[config.mk]
export PLATFORM = sky130hd
export DESIGN_NAME = issue_interlock
export DESIGN_NICKNAME = d
export VERILOG_FILES = /design/src/rtl/ii_pkg.sv /design/src/rtl/ii_scoreboard.sv /design/src/rtl/ii_wport.sv /design/src/rtl/ii_div_fsm.sv /design/src/rtl/issue_interlock.sv
export SDC_FILE = /design/constraint.sdc
export NUM_CORES = 1
export LEC_CHECK = 0
export ABC_AREA = 1
export BUFFER_PORTS_ARGS = -buffer_cell sky130_fd_sc_hd__buf_2
export CELL_PAD_IN_SITES_DETAIL_PLACEMENT = 1
export CELL_PAD_IN_SITES_GLOBAL_PLACEMENT = 1
export CORE_MARGIN = 2
export CORE_UTILIZATION = 46
export CTS_CLUSTER_SIZE = 25
export DETAILED_ROUTE_END_ITERATION = 8
export PLACE_DENSITY = 0.92
export SKIP_CTS_REPAIR_TIMING = 1
export SLEW_MARGIN = 15
export SYNTH_ARGS = -nofsm -noshare
export SYNTH_HDL_FRONTEND = slang
export SYNTH_SLANG_ARGS = --single-unit
[constraint.sdc]
create_clock -name clk -period 4.7 [get_ports clk]
set_input_delay 0.705 -clock clk [delete_from_list [all_inputs] [get_ports clk]]
set_output_delay 0.705 -clock clk [all_outputs]
set_load 0.02 [all_outputs]
[src/rtl/ii_pkg.sv]
package ii_pkg;
    typedef enum logic [2:0] {
        UNIT_ALU  = 3'd0,
        UNIT_MEM  = 3'd1,
        UNIT_FADD = 3'd2,
        UNIT_FMUL = 3'd3,
        UNIT_FDIV = 3'd4
    } unit_e;

    typedef enum logic {
        DIV_IDLE = 1'b0,
        DIV_BUSY = 1'b1
    } div_state_e;
endpackage

[src/rtl/ii_scoreboard.sv]
module ii_scoreboard #(
    parameter int NREGS = 32,
    parameter int CW    = 5
) (
    input  logic                     clk,
    input  logic                     rst,
    input  logic                     set_en,
    input  logic [$clog2(NREGS)-1:0] set_idx,
    input  logic [CW-1:0]            set_lat,
    input  logic [$clog2(NREGS)-1:0] rd_a_idx,
    input  logic [$clog2(NREGS)-1:0] rd_b_idx,
    input  logic [$clog2(NREGS)-1:0] rd_d_idx,
    output logic [CW-1:0]            rd_a_cnt,
    output logic [CW-1:0]            rd_b_cnt,
    output logic [CW-1:0]            rd_d_cnt
);
    logic [CW-1:0] cnt [NREGS];

    // register 0 holds no pending write
    assign cnt[0] = '0;

    for (genvar g = 1; g < NREGS; g++) begin : g_reg
        always_ff @(posedge clk) begin
            if (rst) begin
                cnt[g] <= '0;
            end else if (set_en && (set_idx == g)) begin
                cnt[g] <= set_lat - CW'(1);
            end else if (cnt[g] != '0) begin
                cnt[g] <= cnt[g] - CW'(1);
            end
        end
    end

    assign rd_a_cnt = cnt[rd_a_idx];
    assign rd_b_cnt = cnt[rd_b_idx];
    assign rd_d_cnt = cnt[rd_d_idx];


    no_r0_track_chk: assert property (@(posedge clk) disable iff (rst)
        set_en |-> (set_idx != '0));
endmodule

[src/rtl/ii_wport.sv]
module ii_wport #(
    parameter int RES_DEPTH = 32,
    parameter int CW        = 5
) (
    input  logic          clk,
    input  logic          rst,
    input  logic          claim,
    input  logic [CW-1:0] lat,
    output logic          taken
);
    logic [RES_DEPTH-1:0] res_q;
    logic [RES_DEPTH-1:0] res_d;
    logic [RES_DEPTH-1:0] one_hot;

    assign taken = res_q[lat];

    always_comb begin
        one_hot = '0;
        one_hot[lat - CW'(1)] = claim;
        res_d = (res_q >> 1) | one_hot;
    end

    always_ff @(posedge clk) begin
        if (rst) res_q <= '0;
        else     res_q <= res_d;
    end


    no_port_clash_chk: assert property (@(posedge clk) disable iff (rst)
        claim |-> !res_q[lat]);
endmodule

[src/rtl/ii_div_fsm.sv]
module ii_div_fsm
    import ii_pkg::*;
#(
    parameter int DIV_II = 25
) (
    input  logic clk,
    input  logic rst,
    input  logic start,
    output logic busy
);
    localparam int DW = $clog2(DIV_II + 1);

    div_state_e    state_q;
    logic [DW-1:0] cnt_q;

    always_ff @(posedge clk) begin
        if (rst) begin
            state_q <= DIV_IDLE;
            cnt_q   <= '0;
        end else begin
            unique case (state_q)
                DIV_IDLE: if (start) begin
                    state_q <= DIV_BUSY;
                    cnt_q   <= DW'(DIV_II - 1);
                end
                DIV_BUSY: begin
                    cnt_q <= cnt_q - DW'(1);
                    if (cnt_q == DW'(1)) state_q <= DIV_IDLE;
                end
            endcase
        end
    end

    always_comb begin
        unique case (state_q)
            DIV_IDLE: busy = 1'b0;
            DIV_BUSY: busy = 1'b1;
        endcase
    end


    no_div_reissue_chk: assert property (@(posedge clk) disable iff (rst)
        start |-> (state_q == DIV_IDLE));

    div_release_chk: assert property (@(posedge clk) disable iff (rst)
        (state_q == DIV_BUSY && cnt_q == DW'(1)) |=> (state_q == DIV_IDLE));
endmodule

[src/rtl/issue_interlock.sv]
module issue_interlock
    import ii_pkg::*;
#(
    parameter int NREGS     = 32,
    parameter int RES_DEPTH = 32,
    parameter int LAT_ALU   = 1,
    parameter int LAT_MEM   = 2,
    parameter int LAT_FADD  = 4,
    parameter int LAT_FMUL  = 7,
    parameter int LAT_FDIV  = 25,
    parameter int DIV_II    = 25
) (
    input  logic                     clk,
    input  logic                     rst,
    input  logic                     in_valid,
    input  logic [2:0]               in_unit,
    input  logic [$clog2(NREGS)-1:0] in_dst,
    input  logic [$clog2(NREGS)-1:0] in_src_a,
    input  logic [$clog2(NREGS)-1:0] in_src_b,
    output logic                     stall,
    output logic                     issue
);
    localparam int CW = $clog2(RES_DEPTH);

    logic [CW-1:0] lat;
    logic          is_div;
    logic          writes;
    logic [CW-1:0] cnt_a, cnt_b, cnt_d;
    logic          port_taken, div_busy;
    logic          raw_hz, waw_hz, port_hz, div_hz;

    always_comb begin
        is_div = 1'b0;
        unique case (in_unit)
            UNIT_MEM:  lat = CW'(LAT_MEM);
            UNIT_FADD: lat = CW'(LAT_FADD);
            UNIT_FMUL: lat = CW'(LAT_FMUL);
            UNIT_FDIV: begin lat = CW'(LAT_FDIV); is_div = 1'b1; end
            default:   lat = CW'(LAT_ALU);
        endcase
    end

    assign writes  = (in_dst != '0);
    assign raw_hz  = (cnt_a != '0) || (cnt_b != '0);
    assign waw_hz  = writes && (cnt_d >= lat);
    assign port_hz = writes && port_taken;
    assign div_hz  = is_div && div_busy;
    assign stall   = in_valid && (raw_hz || waw_hz || port_hz || div_hz);
    assign issue   = in_valid && !stall;

    ii_scoreboard #(.NREGS(NREGS), .CW(CW)) u_sb (
        .clk(clk), .rst(rst),
        .set_en(issue && writes), .set_idx(in_dst), .set_lat(lat),
        .rd_a_idx(in_src_a), .rd_b_idx(in_src_b), .rd_d_idx(in_dst),
        .rd_a_cnt(cnt_a), .rd_b_cnt(cnt_b), .rd_d_cnt(cnt_d)
    );

    ii_wport #(.RES_DEPTH(RES_DEPTH), .CW(CW)) u_wp (
        .clk(clk), .rst(rst),
        .claim(issue && writes), .lat(lat), .taken(port_taken)
    );

    ii_div_fsm #(.DIV_II(DIV_II)) u_div (
        .clk(clk), .rst(rst),
        .start(issue && is_div), .busy(div_busy)
    );


    stall_needs_valid_chk: assert property (@(posedge clk) disable iff (rst)
        stall |-> in_valid);

    no_raw_issue_chk: assert property (@(posedge clk) disable iff (rst)
        issue |-> (cnt_a == '0 && cnt_b == '0));

    no_waw_issue_chk: assert property (@(posedge clk) disable iff (rst)
        (issue && writes) |-> (cnt_d < lat));
endmodule

* Word-level counts from Yosys, hierarchy flattened
Index checks and enable logic that the tools add are counted.
** Word-level totals
- Register bits after elaboration :: 193
- Latch bits :: 0
- RAM bits :: 0
- Memory bits (read-only) :: 0
- Bits of input ports :: 21
- Output and inout bits :: 2
- Word-level logic and storage cells :: 309
- Memories :: 0
** Operators by class
- Add/sub/neg operators :: 33
- Multiply operators :: 0
- Divide/modulo/power cells :: 0
- Magnitude comparators :: 7
- Equality and inequality tests :: 37
- Shift operators :: 0
- Mux-type cells :: 83
- Bitwise gates (word level) :: 6
- Reduce and logical (&&, ||, !) cells :: 109
** Operators with widths (count)
- 2-to-1 mux 5 bit :: 69
- nonzero test 5 bit :: 34
- subtractor 5 x 1 -> 5 bit, second input constant :: 33
- == test 5 bit, second input constant :: 16
- binary-select mux 5 bit (select 5 bit) :: 3
- nonzero test 2 bit :: 31
- == test 5 x 4 -> 1 bit, second input constant :: 8
- logical AND 1 bit :: 39
- bitwise AND 32 bit :: 1
- OR 31 x 32 -> 32 bit :: 1
- == test 5 x 3 -> 1 bit, second input constant :: 4
- case mux 5 bit (4 select lines) :: 1
- >= comparator 6 bit, second input constant :: 3
- inverter 5 -> 6 bit :: 3
- < comparator 5 x 6 -> 1 bit, second input constant :: 2
- == test 5 x 1 -> 1 bit, second input constant :: 2
- == test 5 x 2 -> 1 bit, second input constant :: 2
- case mux 5 bit (2 select lines) :: 1
- == test 3 x 2 -> 1 bit, second input constant :: 2
- binary-select mux 1 bit (select 5 bit) :: 1
- demux 1 bit (select 5 bit) :: 1
- >= comparator 5 x 1 -> 1 bit, second input constant :: 1
- >= comparator 5 bit :: 1
- 2-to-1 mux 1 bit :: 5
- other kinds (7) :: 11

* Logic depth before layout (Yosys ltp)
- Depth after elaboration :: 15
- Gate-level depth with buffers :: 25
- Gate-level depth less buffers :: 23

* Hierarchy
From an unflattened synthesis, not the netlist that was laid out.
** Second synthesis, totals
- Cells, all modules :: 2798
- Area total of the unflattened synthesis :: 15486.1 um^2
** Modules (own cells, without submodules)
- ii_scoreboard :: times used 1, cells an instance 2450, area each 13267.7 um^2, sequential area each 3103.0 um^2
- ii_wport :: times used 1, cells an instance 242, area each 1614.0 um^2, sequential area each 640.6 um^2
- ii_div_fsm :: times used 1, cells an instance 50, area each 315.3 um^2, sequential area each 120.1 um^2
- issue_interlock :: times used 1, cells an instance 56, area each 289.0 um^2, sequential area each 0.0 um^2

* Worst setup path after synthesis
OpenSTA, ideal clock, no wires.
- Kind :: input -> output
- Start point :: in in_dst[1]
- End point :: out issue
- Data arrival time :: 3.536 ns
- Required time :: 3.995 ns
- Slack :: 0.459 ns
- Stages on the path :: 21
- Path buffers :: 4
- Path through :: buf_2 > nor2_1 > inv_1 > clkbuf_1 > buf_1 > o22ai_1 > o21ai_0 > nand4_1 > nand2_1 > o21ai_0 > ha_1 > a21oi_1 > o21ai_0 > nor3_1 > nand2_1 > inv_1 > nand2_1 > nand2_1 > nand4_2 > nor2_4 > buf_2
** On the way
- Longest elaborated chain between the ends :: 12
- Elaborated cells on any way between the ends :: 14
- Classes of those cells :: 1 x order compare; 3 x mux; 1 x bitwise; 9 x reduce/logical
** Ends and longest elaborated chain
- start, declared :: line issue_interlock.sv:17 : input logic [$clog2(NREGS)-1:0] in_dst,
- inverter 5 -> 6 bit (not written as such) :: line ii_scoreboard.sv:36 : assign rd_d_cnt = cnt[rd_d_idx];
- binary-select mux 5 bit (select 5 bit) :: line ii_scoreboard.sv:36
- 2-to-1 mux 5 bit (not written as such) (2 in a row) :: line ii_scoreboard.sv:36
- >= comparator 5 bit :: line issue_interlock.sv:45 : assign waw_hz = writes && (cnt_d >= lat);
- logical AND 1 bit :: line issue_interlock.sv:45
- logical OR 1 bit :: line issue_interlock.sv:48 : assign stall = in_valid && (raw_hz || waw_hz || port_hz || div_hz);
- logical OR 1 bit * (2 in a row) :: line issue_interlock.sv:48
- logical AND 1 bit * :: line issue_interlock.sv:48
- logical NOT 1 bit * :: line issue_interlock.sv:49 : assign issue = in_valid && !stall;
- logical AND 1 bit * :: line issue_interlock.sv:49
- end, declared :: line issue_interlock.sv:21 : output logic issue
Mark *: on every way between the ends. The rest lies on a longest branch, timed or not. The select of a mux whose other input is x is not followed.

* Worst setup path in the final report
- Start point :: in in_dst[1]
- End point :: out stall
** On the way
- Longest elaborated chain between the ends :: 10
- Elaborated cells on any way between the ends :: 12
- Classes of those cells :: 1 x order compare; 3 x mux; 1 x bitwise; 7 x reduce/logical
** Ends and longest elaborated chain
- inverter 5 -> 6 bit (not written as such) :: line ii_scoreboard.sv:36
- binary-select mux 5 bit (select 5 bit) :: line ii_scoreboard.sv:36
- 2-to-1 mux 5 bit (not written as such) (2 in a row) :: line ii_scoreboard.sv:36
- >= comparator 5 bit :: line issue_interlock.sv:45
- logical AND 1 bit :: line issue_interlock.sv:45
- logical OR 1 bit :: line issue_interlock.sv:48
- logical OR 1 bit * (2 in a row) :: line issue_interlock.sv:48
- logical AND 1 bit * :: line issue_interlock.sv:48
- end, declared :: line issue_interlock.sv:20 : output logic stall,
Marks and branches as above.

==> run_results.csv <==
group,metric,value,unit
die,std_cell_rows,62,
clocking,cts.sinks,192,
synth,synth_area,13430,um2
clocking,cts_root_buf,"clkbuf_16",
synth,netlist-cell-type-count,47,
placement,numPortBuffers,22,
synth,syn-instance-count,2031,
drt,wl,53.26,mm
grt,global_route.usage.total,34.45,%
clocking,clock_path_buffers,2,
sta,setup_viol,0,
sta,max_clock_freq,220.7,MHz
placement,finalWeightedCongestion,0.9414,
grt,via_count_of_the_first_global_routing_pass,14871,
sta,hold_viol_final,0,
finish,areaGrowthSynthToFinish,9.651,%
drt,routed-via-count,14619,
clocking,clkTransAtPathRegs,0.07,ns
critical_path,critPathArrivalTime,3.83,ns
finish,post-route-cell-area,14730,um2
synth,synth_area_leader_cell,"dfxtp_1",
synth,seq_area_frac_synth,28.62,%
critical_path,startpoint_type,"input port",
sta,clock-skew-final,0.01577,ns
grt,overflow,0,
synth,synth_top_family_by_area,"simple AND/OR/NAND/NOR gates",
placement,placed_area,14030,um2
critical_path,timing.critical_path.to_type,"primary output",
placement,dp_hpwl,38.08,mm
sta,setup_ws,0.1696,ns
grt,global_route.usage.met3,7.180,%
synth,synth_area_in_compound_gates,15.89,%
placement,dp_cells,2402,
synth,parity_gate_share_of_the_synthesized_area_counting_xor_and_xnor_cells,6.912,%
synth,mappedNetlistNets,2126,
drt,final_antenna_net_count,0,
finish,proportion_of_layout_cells_with_a_drive_suffix_above_1,7.314,%
clocking,htree_num_levels,4,
critical_path,required,3.99,ns
synth,synth_flop_cell,"dfxtp_1",
grt,global_route_wire_length_before_repair,81.81,mm
sta,final_max_slew_violation_count,0,
sta,layout_worst_path_cycle_share,96.39,%
clocking,tritoncts,"done",
synth,synth_largest_type_area_fraction,28.62,%
die,core_ar,28700,um2
outcome,result_of_the_run,"complete, no violations",
placement,place_ws,-0.2799,ns
grt,grt_antenna_before_repair,2,
die,die_width,174.9,um
finish,fin_nets,2133,
synth,synth-edff-count,0,
synth,synth-seq-cells,192,
synth,synth_simple_gate_area_share,30.79,%
grt,top_usage_layer,"met2",
synth,synth_area_leaders,"dfxtp_1, nand2_1, inv_1, ha_1, xor2_1",
synth,syn_area_per_cell,6.613,um2
drt,routed_wire_length_per_instance,21.86,um
drt,via_per_inst,6.001,
power,power-per-cell-area,710.6,nW/um2
die,ios,23,
sta,max-slew-margin-rel,37.23,%
critical_path,timing.setup.critical_path_class,"input port to primary output",
min_path,classification_of_the_worst_slack_hold_path,"flip-flop to flip-flop",
run,drv.max_cap_violation_count,0,
sta,timing.final.crit_period,4.530,ns
finish,layout.cells.non_filler,2436,
die,total_die_area,30580,um2
synth,ys.warnings.count,0,
power,ir_worst_vdd,0.0002997,V
grt,use_met1,42.98,%
power,leakage,6.501,nW
die,die_height,174.9,um
critical_path,critPathMaxFanout,24,
grt,use_met2,56.42,%
sta,worst-slew-pin-transition,0.9343,ns
sta,totalNegativeSetupSlack,0,ns
drt,pre_repair_dr_iteration_count,7,
clocking,cts-buffers-inserted,17,
clocking,worst_skew_pair.late_latency,0.47,ns
drt,initialDrtViolationCount,1361,
synth,async_flop_share,0,%
drt,drt_drc_violations_left,0,
synth,synthAdderAreaFrac,6.893,%
grt,pin_count_of_the_biggest_net_entering_global_routing,53,
synth,multiplexer_share_of_the_synthesized_area,1.192,%
die,initial_utilization,46.80,%
-- cell usage in the layout, fill, tap and decap left out, drive strengths merged --
cell type	n
o22ai	57
ha	74
clkinvlp	1
xnor2	6
o32ai	2
a2bb2oi	1
o2111ai	1
mux2i	16
or2	16
a22oi	6
buf	53
a211oi	3
and3	1
dfxtp	192
a21oi	149
a221oi	4
a41oi	1
o21a	1
o211ai	4
nand3	155
diode	1
clkbuf	18
nand2	435
inv	277
o221ai	5
xor2	100
nor3	34
a2111oi	1
o21ai	154
clkinv	6
nand4	60
a31oi	4
nor2	214
-- sequential cells by signal (all words and copies together) (netlist names) --
register       count
u_div.cnt_q        5
u_div.state_q      1
u_sb.cnt         155
u_wp.res_q        31
-- cell usage after synthesis (all sizes together), types with 2 or more instances --
| master | count |
|---|---|
| o211ai | 4 |
| a221oi | 4 |
| nor3 | 34 |
| nand2 | 435 |
| nand3 | 155 |
| clkbuf | 46 |
| a21oi | 149 |
| o221ai | 5 |
| nor2 | 214 |
| xnor2 | 6 |
| or2 | 16 |
| o32ai | 2 |
| dfxtp | 192 |
| o21ai | 154 |
| ha | 74 |
| a22oi | 6 |
| xor2 | 100 |
| o22ai | 57 |
| buf | 20 |
| a31oi | 4 |
| a211oi | 3 |
| inv | 268 |
| mux2i | 16 |
| nand4 | 60 |
-- per-stage QoR --
stage | total power, mW | utilization (%) | hold WS (ns)
floorplan | 7.118 | - | 0.3883
global placement | 8.309 | 48.87 | 0.3912
detailed placement | 8.663 | 48.87 | 0.3984
CTS | 10.35 | 51.06 | 0.4147
global route | 11.32 | 51.30 | 0.4321
finish | 10.47 | 51.31 | 0.4113
-- where the power goes --
group,internal [mW],leakage (nW),switching (mW)
registers,2.27,1.58,0.479
logic,2.23,4.62,3.90
clock network,0.740,0.301,0.840
-- layout make-up --
class                      instances  area (um2)
timing repair buffer              54       437.9
inverter                         269        1013
clock inverter                    15       202.7
fill                            3876       13970
multi-input combinational       1504        8322
tap                              384       480.5
sequential                       192        3844
antenna                            1       2.502
clock buffer                      17       425.4
-- kinds of logic after synthesis --
group | after synthesis
simple gates | 915
compound gates | 393
buf+inv | 335
flops | 192
xor+xnor | 106
fa+ha+maj | 74
mux | 16
-- per-layer routing --
metal,vias to the layer above,wire (um)
met5,-,13
met4,2,2603
met3,178,4409
met2,659,24480
met1,7070,21750
li1,6710,-
-- critical path, stage by stage --
cell       delay [ns]
buf_2            0.14
nand2_1          0.09
buf_4            0.32
o22ai_1          0.17
o21ai_0          0.25
nand2_1          0.16
a2111oi_4        0.29
a31oi_1          0.08
ha_1             0.35
a21oi_1          0.13
o21ai_0          0.09
nor3_1           0.16
nand2_1          0.08
inv_1            0.06
nand2_1          0.04
nand2_1          0.11
nand4_2          0.16
nand2_1          0.16
inv_1            0.06
buf_2            0.16
-- final timing paths --
| check | from | slack (ns) | to | cells after the start |
|---|---|---|---|---|
| min | u_wp.res_q[16] | 0.41 | u_wp.res_q[15] | 2 |
| min reg2reg | u_wp.res_q[16] | 0.41 | u_wp.res_q[15] | 2 |
| max reg2reg | u_sb.cnt[85] | 0.82 | u_sb.cnt[119] | 20 |
| max | in_dst[1] | 0.17 | stall | 20 |
Note: power is estimated with default switching activity, not from simulation.
